==> config.mk <==
export PLATFORM = sky130hd
export DESIGN_NAME = gpib_irq_status
export DESIGN_NICKNAME = d
export VERILOG_FILES = /design/src/rtl/gpib_irq_pkg.sv /design/src/rtl/gpib_stat_reg.sv /design/src/rtl/gpib_mask_reg.sv /design/src/rtl/gpib_irq_gate.sv /design/src/rtl/gpib_irq_status.sv
export SDC_FILE = /design/constraint.sdc
export NUM_CORES = 1
export LEC_CHECK = 0
export BUFFER_PORTS_ARGS = -buffer_cell sky130_fd_sc_hd__buf_2
export CAP_MARGIN = 0
export CORE_MARGIN = 4
export CORE_UTILIZATION = 47
export DETAILED_ROUTE_END_ITERATION = 10
export PLACE_DENSITY = 0.8
export SLEW_MARGIN = 20
export SYNTH_ARGS = -nofsm -noshare
export SYNTH_HDL_FRONTEND = slang
export SYNTH_SLANG_ARGS = --single-unit
==> constraint.sdc <==
create_clock -name clk_i -period 2.5 [get_ports clk_i]
set_input_delay 0.375 -clock clk_i [delete_from_list [all_inputs] [get_ports clk_i]]
set_output_delay 0.375 -clock clk_i [all_outputs]
set_load 0.02 [all_outputs]
==> src/rtl/gpib_irq_pkg.sv <==
package gpib_irq_pkg;
  localparam int unsigned RD_W   = 16;
  localparam int unsigned REG_W  = 8;
  localparam int unsigned EV0_W  = 4;
  localparam int unsigned FLOW_W = 2;
  localparam int unsigned LO0_W  = EV0_W + FLOW_W;
  localparam int unsigned PAD_W  = RD_W - REG_W;
  localparam int unsigned SUMPAD = REG_W - LO0_W - 2;

  localparam int unsigned BIT_BI = EV0_W + 1;
  localparam int unsigned BIT_BO = EV0_W;

  typedef enum logic {SEL_R0 = 1'b0, SEL_R1 = 1'b1} reg_sel_e;
endpackage

==> src/rtl/gpib_stat_reg.sv <==
module gpib_stat_reg #(
  parameter int unsigned W = 8
) (
  input  logic         clk_i,
  input  logic         rst_ni,
  input  logic         srst_i,
  input  logic [W-1:0] set_i,
  input  logic [W-1:0] clr_i,
  output logic [W-1:0] q_o
);
  for (genvar b = 0; b < W; b++) begin : g_bit
    always_ff @(posedge clk_i or negedge rst_ni) begin
      if (!rst_ni)        q_o[b] <= 1'b0;
      else if (srst_i)    q_o[b] <= 1'b0;
      else if (set_i[b])  q_o[b] <= 1'b1;  // set wins over clear
      else if (clr_i[b])  q_o[b] <= 1'b0;
    end
  end


  set_wins_chk: assert property (@(posedge clk_i) disable iff (!rst_ni)
    !srst_i |=> ((q_o & $past(set_i)) == $past(set_i)));

  clear_only_chk: assert property (@(posedge clk_i) disable iff (!rst_ni)
    !srst_i |=> ((q_o & $past(clr_i & ~set_i)) == '0));

  srst_clear_chk: assert property (@(posedge clk_i) disable iff (!rst_ni)
    srst_i |=> (q_o == '0));
endmodule

==> src/rtl/gpib_mask_reg.sv <==
module gpib_mask_reg #(
  parameter int unsigned W = 8
) (
  input  logic         clk_i,
  input  logic         rst_ni,
  input  logic         we_i,
  input  logic [W-1:0] wdata_i,
  output logic [W-1:0] q_o
);
  always_ff @(posedge clk_i or negedge rst_ni) begin
    if (!rst_ni)   q_o <= '0;
    else if (we_i) q_o <= wdata_i;
  end


  mask_hold_chk: assert property (@(posedge clk_i) disable iff (!rst_ni)
    !we_i |=> $stable(q_o));
endmodule

==> src/rtl/gpib_irq_gate.sv <==
module gpib_irq_gate #(
  parameter int unsigned W = 8
) (
  input  logic         clk_i,
  input  logic         rst_ni,
  input  logic [W-1:0] pend0_i,
  input  logic [W-1:0] mask0_i,
  input  logic [W-1:0] pend1_i,
  input  logic [W-1:0] mask1_i,
  input  logic         en_i,
  input  logic         dis_i,
  output logic         sum0_o,
  output logic         sum1_o,
  output logic         irq_o
);
  assign sum0_o = |(pend0_i & mask0_i);
  assign sum1_o = |(pend1_i & mask1_i);
  assign irq_o  = en_i & ~dis_i & (sum0_o | sum1_o);


  dis_blocks_chk: assert property (@(posedge clk_i) disable iff (!rst_ni)
    dis_i |-> !irq_o);

  irq_needs_en_chk: assert property (@(posedge clk_i) disable iff (!rst_ni)
    irq_o |-> (en_i && (pend0_i != '0 || pend1_i != '0)));
endmodule

==> src/rtl/gpib_irq_status.sv <==
module gpib_irq_status
  import gpib_irq_pkg::*;
#(
  parameter int unsigned EV_W  = EV0_W,
  parameter int unsigned R_W   = REG_W,
  parameter int unsigned OUT_W = RD_W
) (
  input  logic             clk_i,
  input  logic             rst_ni,
  input  logic [EV_W-1:0]  ev0_i,
  input  logic [R_W-1:0]   ev1_i,
  input  logic             rx_full_i,
  input  logic             rx_read_i,
  input  logic             tx_ready_i,
  input  logic             tx_write_i,
  input  logic             talk_enter_i,
  input  logic             host_rd_i,
  input  logic             host_wr_i,
  input  logic             host_sel_i,
  input  logic [R_W-1:0]   host_wdata_i,
  input  logic             irq_en_i,
  input  logic             dis_all_i,
  input  logic             sw_rst_i,
  output logic [OUT_W-1:0] stat0_o,
  output logic [OUT_W-1:0] stat1_o,
  output logic             irq_o
);
  localparam int unsigned L0W = EV_W + 2;
  localparam int unsigned PW  = OUT_W - R_W;
  localparam int unsigned ZW  = R_W - L0W - 2;

  logic rd0, rd1, wr0, wr1;
  assign rd0 = host_rd_i & (host_sel_i == SEL_R0);
  assign rd1 = host_rd_i & (host_sel_i == SEL_R1);
  assign wr0 = host_wr_i & (host_sel_i == SEL_R0);
  assign wr1 = host_wr_i & (host_sel_i == SEL_R1);

  logic [L0W-1:0] set0, clr0, s0;
  logic [R_W-1:0] s1, m0, m1, pend0;
  logic           sum0, sum1;

  // byte-in / byte-out follow data-register access, not status reads
  assign set0 = {rx_full_i, tx_ready_i | talk_enter_i, ev0_i};
  assign clr0 = {rx_read_i, tx_write_i, {EV_W{rd0}}};

  gpib_stat_reg #(.W(L0W)) u_stat0 (
    .clk_i(clk_i), .rst_ni(rst_ni), .srst_i(sw_rst_i),
    .set_i(set0), .clr_i(clr0), .q_o(s0));

  gpib_stat_reg #(.W(R_W)) u_stat1 (
    .clk_i(clk_i), .rst_ni(rst_ni), .srst_i(sw_rst_i),
    .set_i(ev1_i), .clr_i({R_W{rd1}}), .q_o(s1));

  gpib_mask_reg #(.W(R_W)) u_mask0 (
    .clk_i(clk_i), .rst_ni(rst_ni), .we_i(wr0),
    .wdata_i(host_wdata_i), .q_o(m0));

  gpib_mask_reg #(.W(R_W)) u_mask1 (
    .clk_i(clk_i), .rst_ni(rst_ni), .we_i(wr1),
    .wdata_i(host_wdata_i), .q_o(m1));

  // summary bit positions carry no pending state
  assign pend0 = {{(R_W-L0W){1'b0}}, s0};

  gpib_irq_gate #(.W(R_W)) u_gate (
    .clk_i(clk_i), .rst_ni(rst_ni),
    .pend0_i(pend0), .mask0_i(m0), .pend1_i(s1), .mask1_i(m1),
    .en_i(irq_en_i), .dis_i(dis_all_i),
    .sum0_o(sum0), .sum1_o(sum1), .irq_o(irq_o));

  if (ZW > 0) begin : g_gap
    assign stat0_o = {{PW{1'b0}}, sum0, sum1, {ZW{1'b0}}, s0};
  end else begin : g_nogap
    assign stat0_o = {{PW{1'b0}}, sum0, sum1, s0};
  end
  assign stat1_o = {{PW{1'b0}}, s1};


  bi_status_read_chk: assert property (@(posedge clk_i) disable iff (!rst_ni)
    (stat0_o[EV_W+1] && rd0 && !rx_read_i && !sw_rst_i) |=> stat0_o[EV_W+1]);

  bo_status_read_chk: assert property (@(posedge clk_i) disable iff (!rst_ni)
    (stat0_o[EV_W] && rd0 && !tx_write_i && !sw_rst_i) |=> stat0_o[EV_W]);
endmodule

Word level (Yosys, flattened, before mapping). Index checks and enable logic that the tools add are counted. Widths: inputs -> output; s select.

Output and inout bits: 33. Register bits after elaboration: 30. Bits of input ports: 33. Word-level logic and storage cells: 76.

Reduce and logical (&&, ||, !) cells: 16. Multiplexer cells: 32. Bitwise operators: 12.

Operators by type and width (number): $reduce_bool 3->1 (14); $mux 1 (32); $reduce_or 8->1 (2); $and 6x8->8 (1); $and 8x8->8 (1); $and 1x1->1 (6); $not 1->1 (2); $or 1x1->1 (2).

Logic depth before layout (Yosys ltp). Gate-level depths: netlist (run 1).

Word-level depth: 5. Depth in mapped cells: 3. Gate-level depth less buffers: 3.

Modules after synthesis. A second synthesis (run 1) with hierarchy kept.

Cells, all modules: 127. Area, all modules: 1631.6 µm².

Modules (own cells, without submodules): gpib_mask_reg (instances 2, area an instance 331.6 µm², sequential area each 200.2 µm², cells an instance 17); gpib_stat_reg at u_stat1 (instances 1, area an instance 421.7 µm², sequential area each 200.2 µm², cells an instance 33); gpib_stat_reg at u_stat0 (instances 1, area an instance 285.3 µm², sequential area each 150.1 µm², cells an instance 24); gpib_irq_status (instances 1, area an instance 170.2 µm², sequential area each 0.0 µm², cells an instance 24); gpib_irq_gate (instances 1, area an instance 91.3 µm², sequential area each 0.0 µm², cells an instance 12).

Worst setup path before layout (run 1). No wires, ideal clock.

Kind: register to output. Start point: reg u_stat1.q_o[2]. End point: out irq_o. Required time: 2.125 ns. Arrival time: 1.054 ns. Buffers on the path: 0. Stages on the path, launching flop included: 4. Setup slack: 1.071 ns. Cells stage by stage: dfrtp_1 > a22oi_1 > nand4_1 > o211a_1.

Longest elaborated chain between the ends: 4.

RTL lines: start, declared (RTL line gpib_stat_reg.sv:9) `output logic [W-1:0] q_o`; start signal, assigned by index (RTL line gpib_stat_reg.sv:13) `if (!rst_ni) q_o[b] <= 1'b0;`; start signal, assigned by index (RTL line gpib_stat_reg.sv:14) `else if (srst_i) q_o[b] <= 1'b0;`; start signal, assigned by index (RTL line gpib_stat_reg.sv:15) `else if (set_i[b]) q_o[b] <= 1'b1;`; $and 8x8->8 (RTL line gpib_irq_gate.sv:17) `assign sum1_o = |(pend1_i & mask1_i);`; $reduce_or 8->1 (RTL line gpib_irq_gate.sv:17); via sum1 (RTL line gpib_irq_status.sv:40) `logic sum0, sum1;`; $or 1x1->1 (RTL line gpib_irq_gate.sv:18) `assign irq_o = en_i & ~dis_i & (sum0_o | sum1_o);`; $and 1x1->1 (RTL line gpib_irq_gate.sv:18); end, declared (RTL line gpib_irq_status.sv:26) `output logic irq_o`.

The timed path passes the listed nets, and every way through them passes these cells.

Worst setup path in the final report (run 1).
Start point: reg u_stat0.q_o[0]. End point: out irq_o.

Longest elaborated chain between the ends: 4.

RTL lines: start, declared (RTL line gpib_stat_reg.sv:9); start signal, assigned by index (RTL line gpib_stat_reg.sv:13); start signal, assigned by index (RTL line gpib_stat_reg.sv:14); start signal, assigned by index (RTL line gpib_stat_reg.sv:15); $and 6x8->8 (RTL line gpib_irq_gate.sv:16) `assign sum0_o = |(pend0_i & mask0_i);`; $reduce_or 8->1 (RTL line gpib_irq_gate.sv:16); $or 1x1->1 (RTL line gpib_irq_gate.sv:18); $and 1x1->1 (RTL line gpib_irq_gate.sv:18).

No other way between the ends.

==> results of run 1 <==
-- flip-flops by register name, summed over array words and instances, names as in the netlist --
name	flops
u_mask1.q_o	8
u_stat0.q_o	6
u_mask0.q_o	6
u_stat1.q_o	8
-- report_power, final --
group	internal (uW)	switching (uW)	total, uW
Combinational	88.6	116	205
Clock	56.2	117	173
Sequential	501	31.7	533
Total	646	264	911
-- critical path, cell delays in order (launching register included) --
cell and delay [ns]:
dfrtp_1 0.43, a22oi_1 0.19, nand3_1 0.17, o211a_1 0.25, buf_2 0.15
-- layout make-up --
cell class / count / share of cell area (%)
Clock buffer: 3 / 1.52
Tap cell: 30 / 2.54
Timing Repair Buffer: 49 / 16.6
Inverter: 2 / 0.508
Multi-Input combinational cell: 73 / 31.5
Sequential cell: 28 / 47.4
-- logic make-up (layout without fill, tap and decap cells) --
kind of cell | Yosys count | after routing | share of synthesized area [%]
AOI/OAI and AO/OA | 22 | 22 | 10.5
DFF | 28 | 28 | 55.2
buffers and inverters | 22 | 54 | 12.5
muxes | 14 | 14 | 14.2
and+or+nand+nor | 21 | 21 | 7.30
other | 1 | 16 | 0.296
-- per-layer routing --
layer | share of wire (%) | global-route usage, % | up-vias
met5 | 0 | 0 | -
met2 | 46 | 25.2 | 51
met4 | 0.54 | 4.75 | 0
met3 | 10 | 2.81 | 2
li1 | - | - | 432
met1 | 43 | 20.8 | 417
-- layout by cell type, fill, tap and decap left out, types with 2 or more instances in the layout --
cell type / netlist / routed
mux2_4: 6 / 6
nor2_1: 14 / 14
conb_1: 1 / 16
mux2_2: 8 / 8
a22oi_1: 7 / 7
buf_2: 1 / 49
a21oi_1: 14 / 14
inv_1: 2 / 2
clkbuf_4: 0 / 3
dfrtp_1: 28 / 28
nand2b_1: 2 / 2
-- worst max path at each step --
stage / from / end / slack (ns) / depth (start not counted)
CTS: u_stat0.q_o[2] / irq_o / 0.64 / 4
global placement: u_stat0.q_o[2] / irq_o / 1.01 / 4
detailed placement: host_sel_i / u_mask0.q_o[1] / 0.93 / 3
global route: u_stat0.q_o[2] / irq_o / 0.55 / 4
finish: u_stat0.q_o[0] / irq_o / 0.63 / 4
floorplan: u_stat1.q_o[2] / irq_o / 1.07 / 3
-- through the flow --
stage               instances  utilization (%)  setup slack [ns]  power (uW)  hold slack (ns)
finish                    185             58.6             0.632         911           0.0506
floorplan                 123                -              1.07         695           0.0794
global route              185             58.6             0.546         966           0.0675
CTS                       185             58.6             0.638         921           0.0608
detailed placement        182             57.7             0.929         747            0.414
global placement          182             57.7              1.01         738            0.406
==> run_results.csv, run 1 <==
group,metric,value,unit
timing,fmaxAchievable,0.535,GHz
placed_design,detailed_place.area,0.00146,sq mm
grt,grt_overflow_total,0,
layout,final_layout_size_suffix_gt1_share,43.2,%
placed_design,dp_hpwl,2130,um
clocking,postCtsSetupRepairBufs,0,
clocking,cts_buffer_depth,2,
timing,grt_setup_unrepaired,"no",
clocking,cts_root_buf,"clkbuf_4",
setup_path,critPathKind,"register to primary output",
power,static-leakage-power,0.000785,uW
floorplan,std_cell_rows,18,
layout,num_antenna_cells,0,
layout,multi_input_comb_area,465,sq um
synthesis,synthMostInstantiatedCell,"dfrtp_1",
clocking,htreeDepth,1,
grt,grt_start_max_net_pins,29,
detailed_routing,avgViaCountPerCell,4.88,
setup_path,worstReg2RegStart,"u_mask0.q_o[1]",
clocking,cts_hold_repair.buffers,0,
synthesis,synth.yosys.warnings,0,
timing,worst_pin_slew,0.739,ns
synthesis,netlist_top_cells_area,"dfrtp_1 55%, buf_4 11%, mux2_2 7.1%, mux2_4 7.1%, a21oi_1 5.5%",
floorplan,die_area,0.00359,sq mm
clocking,tritoncts.num_buffers,3,
detailed_routing,drt_iter0_drc,22,
timing,final.min_clock_period,1.87,ns
detailed_routing,post_drt_wl_per_cell,14.0,um
clocking,numClockSinks,28,
synthesis,ys_seq_area_share,55.2,%
timing,relSlewSlack,50.7,%
setup_path,timing.critical_path.required,2.12,ns
clocking,cts_resized,0,
grt,grt_antenna_before_repair,0,
layout,stdcell_area,0.00148,sq mm
run,drv.max_cap_violation_count,0,
synthesis,ys_top_cells_by_count,"28 x dfrtp_1, 18 x buf_4, 14 x a21oi_1, 14 x nor2_1, 8 x mux2_2",
setup_path,timing.critical_path.to_type,"primary output",
timing,post-route-period-util,74.7,%
clocking,clkTransAtPathRegs,0.13,ns
synthesis,yosysUniqueCellTypes,18,
timing,setup-violations-final,0,
power,power.ir.vdd_worst,0.000430,V
placed_design,io_buffers,49,
synthesis,post_synth_edffs,0,
grt,grt_util_all_layers,15.4,%
detailed_routing,dr_total_vias,902,
timing,hold_viol,0,
floorplan,die_width,60.0,um
status,status,"complete, no violations",
detailed_routing,drc,0,
setup_path,startpoint_type,"register",
grt,number_of_global_route_vias_before_repair,929,
clocking,cts_tree,"yes",
clocking,clk_latency,0.31,ns
synthesis,syn-cell-area,0.00127,sq mm
setup_path,reg2reg_setup_slack,1.72,ns
synthesis,yosys_most_used_dff,"dfrtp_1",
power,p_per_area,616,mW/mm^2
setup_path,rr_worst_depth,1,
synthesis,netlist.top_cell.by_area,"dfrtp_1",
synthesis,post_synth.cell_area_avg,11.7,sq um
setup_path,path_max_fanout,3,
layout,layout-area-overhead-vs-synth,16.6,%
detailed_routing,route.final.wire_length,2590,um
synthesis,yosys_register_bits,28,
layout,nNetsFinal,190,
setup_path,critPathArrivalTime,1.49,ns
floorplan,placeableCoreArea,0.00252,sq mm
min_path,hold_path.class,"primary input to async pin",
floorplan,die_h,60.0,um
synthesis,synth_top_area_share,55.2,%
floorplan,io-pin-count,66,
layout,fillers,209,
timing,largest_clock_skew_in_the_final_design,0,ns
grt,wire_length_of_the_first_global_routing_pass,4130,um
synthesis,async_reset_ff_share,100,%
timing,timing_max_transition_violations_final,0,
detailed_routing,drt-pass1-iter-count,4,
floorplan,starting_density,50.3,%
detailed_routing,number_of_nets_still_failing_antenna_checks_after_routing,0,
placed_design,place.gp.congestion,0.811,
layout,seqCellArea,701,sq um
synthesis,synthCells,108,
timing,fin_setup_tns,0,ns
setup_path,critical_path.reg2reg.endpoint,"u_mask0.q_o[1]",
Power figures use the tool's default switching activity.
==> run 2: changes to the inputs <==
Settings changed: CORE_UTILIZATION 47 to 44, PLACE_DENSITY 0.8 to 0.75.
Clock period 2.5 ns to 1.9 ns, I/O delays scaled along.
==> run 2 against run 1 <==
Worst hold slack gained 0.13 ns. Clock power grew 60%. Via count grew 0.44%. Cell count grew 2.7%. Critical path type unchanged. Sequential share of layout area shrank 1.2 points. Combinational power grew 33%. Die area grew 5.9%.
==> run_results.csv, run 2 (synthesis results as in run 1) <==
group,metric,value,unit
grt,grt_util_all_layers,14.8,%
power,p_seq_share,56.0,%
timing,post-route-period-util,93.2,%
power,p_per_area,823,mW/mm^2
layout,nNetsFinal,193,
power,internal-power,897,uW
detailed_routing,number_of_nets_still_failing_antenna_checks_after_routing,0,
clocking,clk_latency,0.31,ns
layout,final_layout_size_suffix_gt1_share,44.0,%
clocking,cts_buffer_depth,2,
power,p_sw,353,uW
setup_path,critical_path_buf_inv_count,1,
clocking,htreeDepth,1,
floorplan,io-pin-count,66,
setup_path,crit_chain,"a22oi_1, nand3_1, o211a_1, buf_2",
setup_path,reg2reg_setup_slack,1.09,ns
timing,setup-violations-final,0,
setup_path,critPathKind,"register to primary output",
timing,grt_setup_unrepaired,"no",
grt,grt_antenna_before_repair,0,
floorplan,std_cell_rows,19,
timing,fmaxAchievable,0.565,GHz
setup_path,timing.critical_path.max_delay_family,"compound AO/OA/AOI/OAI gates",
grt,wire_length_of_the_first_global_routing_pass,4090,um
clocking,tritoncts.num_buffers,3,
setup_path,critPathArrivalTime,1.49,ns
layout,postLayoutCoreUtil,55.1,%
setup_path,path_max_fanout,3,
floorplan,starting_density,46.0,%
floorplan,placeableCoreArea,0.00276,sq mm
setup_path,cpPeakStageDelay,0.42,ns
detailed_routing,dr_total_vias,906,
power,sw_frac_of_total,28.2,%
timing,hold_viol,0,
layout,num_antenna_cells,0,
power,power.ir.vdd_worst,0.000541,V
grt,grt_overflow_total,0,
floorplan,die_area,0.00381,sq mm
placed_design,place.gp.congestion,0.733,
min_path,hold_path.class,"primary input to register",
clocking,numClockSinks,28,
layout,most-common-layout-cells,"49 x buf_2, 28 x dfrtp_1, 16 x conb_1, 14 x a21oi_1, 14 x nor2_1",
layout,fillers,242,
timing,relSlewSlack,61.1,%
detailed_routing,avgViaCountPerCell,4.77,
setup_path,worstReg2RegStart,"u_stat0.q_o[0]",
clocking,cts_tree,"yes",
grt,grt_start_max_net_pins,29,
layout,layout.cells.most_common,"buf_2",
setup_path,slowest_stage,"dfrtp_1",
detailed_routing,drc,0,
power,post-layout-total-power,1250,uW
timing,final.min_clock_period,1.77,ns
power,power.clock.fraction,22.1,%
setup_path,rr_worst_depth,3,
layout,layout-area-overhead-vs-synth,19.7,%
setup_path,crit_cells,4,
setup_path,worstSetupStartpoint,"u_stat0.q_o[2]",
grt,number_of_global_route_vias_before_repair,923,
floorplan,die_h,61.7,um
power,p_comb_share,21.8,%
clocking,cts_root_buf,"clkbuf_4",
power,static-leakage-power,0.000807,uW
timing,timing_max_transition_violations_final,0,
detailed_routing,route.final.wire_length,2600,um
setup_path,startpoint_type,"register",
status,status,"complete, no violations",
setup_path,timing.critical_path.required,1.62,ns
timing,fin_setup_tns,0,ns
placed_design,dp_hpwl,2090,um
floorplan,die_width,61.7,um
placed_design,post-place-cells,184,
clocking,clkTransAtPathRegs,0.14,ns
layout,fin_cells,190,
timing,worst_pin_slew,0.584,ns
setup_path,timing.critical_path.to_type,"primary output",
timing,largest_clock_skew_in_the_final_design,0,ns
detailed_routing,post_drt_wl_per_cell,13.7,um
timing,worst_slack_setup_final,0.129,ns
detailed_routing,drt_iter0_drc,28,
placed_design,io_buffers,49,
placed_design,post_place_worst_slack,0.494,ns
setup_path,timing.critical_path.to,"irq_o",
setup_path,critical_path.reg2reg.endpoint,"u_stat0.q_o[0]",
detailed_routing,drt-pass1-iter-count,4,
layout,reg_top3,"u_mask1.q_o x8, u_stat1.q_o x8",
run,drv.max_cap_violation_count,0,
clocking,cts_resized,0,
-- run 2: worst reg2reg max path: stages, from the launching register on --
cell,delay (ns)
dfrtp_1,0.41
buf_4,0.13
a21oi_1,0.12
nor2_1,0.05
-- run 2: layout make-up --
cell class / count / area, sq um / share of cell area, %
clock buffers: 4 / 36.3 / 2.39
inverters: 2 / 7.51 / 0.494
multi-input cells: 73 / 465 / 30.6
flip-flops and latches: 28 / 701 / 46.1
well taps: 31 / 38.8 / 2.55
repair buffers: 52 / 270 / 17.8
-- run 2: layer usage --
metal | track usage, % | part of all wire, %
met2 | 25.1 | 51
met3 | 2.48 | 7.5
met1 | 19.0 | 41
met4 | 5.45 | 0.39
met5 | 0 | 0
-- run 2: through the flow --
step	cell area, sq um	hold slack, ns
2_1_floorplan	1330	-0.0106
3_3_place_gp	1470	0.312
3_5_place_dp	1470	0.318
4_1_cts	1510	0.162
5_1_grt	1520	0.169
6_report	1520	0.177
-- run 2: power by group through the flow --
stage	logic [uW]	clock network [uW]	registers [uW]
after floorplan	188	0	726
after global placement	264	0	710
after detailed placement	270	0	713
after CTS	273	287	701
after global routing	301	318	711
final	273	277	700
-- run 2: worst min path at each step --
stage,start,end,slack (ns),cells past startpoint
2_1_floorplan,rst_ni,u_mask0.q_o[0],-0.01,0
3_3_place_gp,rst_ni,u_stat1.q_o[1],0.31,1
3_5_place_dp,rst_ni,u_stat1.q_o[1],0.32,1
4_1_cts,ev0_i[3],u_stat0.q_o[3],0.16,3
5_1_grt,rx_full_i,u_stat0.q_o[5],0.17,3
6_report,ev1_i[4],u_stat1.q_o[4],0.18,3
-- run 2: what timing repair did --
| item | 4_1_cts | 5_1_grt |
|---|---|---|
| hold buffers | 1 | 0 |
| setup endpoints to repair | 0 | 1 |
| hold endpoints to repair | 28 | 0 |
| buffers inserted | 0 | 1 |
==> run 3: changes to the inputs <==
--- a/config.mk
+++ b/config.mk
@@ -10,6 +10,8 @@
 export CORE_MARGIN = 4
 export CORE_UTILIZATION = 44
+export CTS_BUF_LIST = sky130_fd_sc_hd__clkbuf_16
 export DETAILED_ROUTE_END_ITERATION = 10
 export PLACE_DENSITY = 0.75
+export REMOVE_ABC_BUFFERS = 1
 export SLEW_MARGIN = 20
 export SYNTH_ARGS = -nofsm -noshare
==> constraint.sdc (replaced) <==
create_clock -name clk_i -period 1.9 [get_ports clk_i]
set_input_delay 0.38 -clock clk_i [delete_from_list [all_inputs] [get_ports clk_i]]
set_output_delay 0.38 -clock clk_i [all_outputs]
set_load 0.02 [all_outputs]
==> run 3 against run 2 <==
Cell count shrank 1.1%. First-iteration DRC count is 14% higher. Clock skew unchanged. Design area is 2.3% higher. Sequential power rose by 0.6%. Critical path type unchanged. Power increased by 16%. Fmax up 1.8%.
==> run_results.csv, run 3 (synthesis results as in run 1) <==
group,metric,value,unit
status,status,"complete, no violations",
clocking,clkTransAtPathRegs,0.06,ns
detailed_routing,drt_iter0_drc,32,
floorplan,std_cell_rows,19,
setup_path,timing.critical_path.required,1.52,ns
timing,fin_setup_tns,0,ns
setup_path,timing.critical_path.to_type,"primary output",
floorplan,die_width,61.7,um
layout,reg_top3,"u_mask1.q_o x8, u_stat1.q_o x8",
setup_path,slowest_stage,"dfrtp_1",
clocking,clk_latency,0.26,ns
setup_path,critPathKind,"register to primary output",
layout,multi_input_comb_area,475,sq um
setup_path,path_max_fanout,3,
detailed_routing,dr_total_vias,917,
floorplan,die_area,0.00381,sq mm
setup_path,rr_worst_depth,1,
floorplan,die_h,61.7,um
detailed_routing,number_of_nets_still_failing_antenna_checks_after_routing,0,
placed_design,dp_hpwl,2180,um
setup_path,cpPeakStageDelay,0.41,ns
placed_design,io_buffers,49,
grt,grt_util_all_layers,15.3,%
timing,final.min_clock_period,1.74,ns
grt,grt_antenna_before_repair,0,
clocking,numClockSinks,28,
detailed_routing,route.final.wire_length,2670,um
clocking,cts_root_buf,"clkbuf_16",
detailed_routing,post_drt_wl_per_cell,14.2,um
clocking,htreeDepth,1,
layout,layout.cells.most_common,"buf_2",
floorplan,starting_density,46.0,%
setup_path,startpoint_type,"register",
layout,seqCellArea,701,sq um
floorplan,io-pin-count,66,
timing,setup-violations-final,0,
detailed_routing,drc,0,
timing,relSlewSlack,59.9,%
setup_path,crit_chain,"a22oi_2, nand4_1, o211a_1, buf_2",
detailed_routing,avgViaCountPerCell,4.88,
setup_path,timing.critical_path.max_delay_family,"compound AO/OA/AOI/OAI gates",
timing,fmaxAchievable,0.574,GHz
power,power.ir.vdd_worst,0.000660,V
grt,number_of_global_route_vias_before_repair,905,
run,drv.max_cap_violation_count,0,
placed_design,place.gp.congestion,0.766,
layout,final_layout_size_suffix_gt1_share,44.6,%
setup_path,reg2reg_setup_slack,1.11,ns
power,p_per_area,930,mW/mm^2
timing,worst_slack_setup_final,0.159,ns
layout,fillers,255,
clocking,cts_hold_repair.buffers,0,
setup_path,critical_path_buf_inv_count,1,
timing,timing_max_transition_violations_final,0,
setup_path,critical_path.reg2reg.endpoint,"u_mask0.q_o[3]",
placed_design,post_place_worst_slack,0.394,ns
clocking,cts_buffer_depth,2,
detailed_routing,drt-pass1-iter-count,4,
clocking,tritoncts.num_buffers,3,
grt,wire_length_of_the_first_global_routing_pass,4140,um
power,static-leakage-power,0.000816,uW
grt,grt_overflow_total,0,
layout,most-common-layout-cells,"49 x buf_2, 28 x dfrtp_1, 16 x conb_1, 14 x a21oi_1, 14 x nor2_1",
timing,worst_pin_slew,0.602,ns
timing,post-route-period-util,91.6,%
setup_path,worstReg2RegStart,"u_mask0.q_o[3]",
layout,nNetsFinal,191,
timing,largest_clock_skew_in_the_final_design,0,ns
floorplan,placeableCoreArea,0.00276,sq mm
min_path,hold_path.class,"primary input to async pin",
timing,hold_viol,0,
clocking,cts_tree,"yes",
timing,grt_setup_unrepaired,"no",
grt,grt_start_max_net_pins,29,
setup_path,critPathArrivalTime,1.36,ns
layout,num_antenna_cells,0,
layout,layout-area-overhead-vs-synth,22.5,%
run 3: cell count changes in the layout (fill, tap and decap cells not counted), sizes merged:
cell | before | now
dlygate4sd3 | 1 | 0
buf | 51 | 50
clkbuf | 4 | 3
clkinv | 0 | 1
run 3: layout make-up:
| cell class | count | area share [%] |
|---|---|---|
| Sequential cell | 28 | 45.1 |
| Multi-Input combinational cell | 73 | 30.6 |
| Timing Repair Buffer | 50 | 16.3 |
| Clock buffer | 3 | 4.83 |
| Tap cell | 31 | 2.50 |
| Inverter | 2 | 0.483 |
| Clock inverter | 1 | 0.242 |
run 3: how the worst max path moves through the flow:
stage	start	endpoint	slack [ns]	cells after the start
2_1_floorplan	u_stat1.q_o[2]	irq_o	0.23	3
3_3_place_gp	u_stat1.q_o[2]	irq_o	0.40	4
3_5_place_dp	u_stat1.q_o[2]	irq_o	0.39	4
4_1_cts	u_stat1.q_o[2]	irq_o	0.11	4
5_1_grt	u_stat1.q_o[2]	irq_o	0.04	4
6_report	u_stat1.q_o[0]	irq_o	0.16	4
run 3: through the flow:
step / util (%) / total power [uW] / hold WS [ns] / instances / cell area, sq um
global route: 56.4 / 1520 / 0.178 / 188 / 1550
detailed placement: 53.1 / 989 / 0.418 / 184 / 1470
CTS: 56.0 / 1460 / 0.138 / 188 / 1540
finish: 56.4 / 1440 / 0.122 / 188 / 1550
global placement: 53.1 / 975 / 0.408 / 184 / 1470
floorplan: - / 872 / 0.0844 / 103 / 1170
run 3: metal layers:
layer	share of wire, %	global-route usage [%]
met5	0	0
met4	1.2	5.45
met3	11	4.75
met2	49	25.3
met1	39	19.0
run 3: timing repair:
action                                  4_1_cts  5_1_grt
resized for setup                             0        2
setup buffers                                 0        0
endpoints found under the setup margin        0        1
run 3: power by group:
part           internal, uW  switching [uW]  total, uW
Clock                   282             185        467
Sequential              661            43.5        704
Combinational           120             154        274
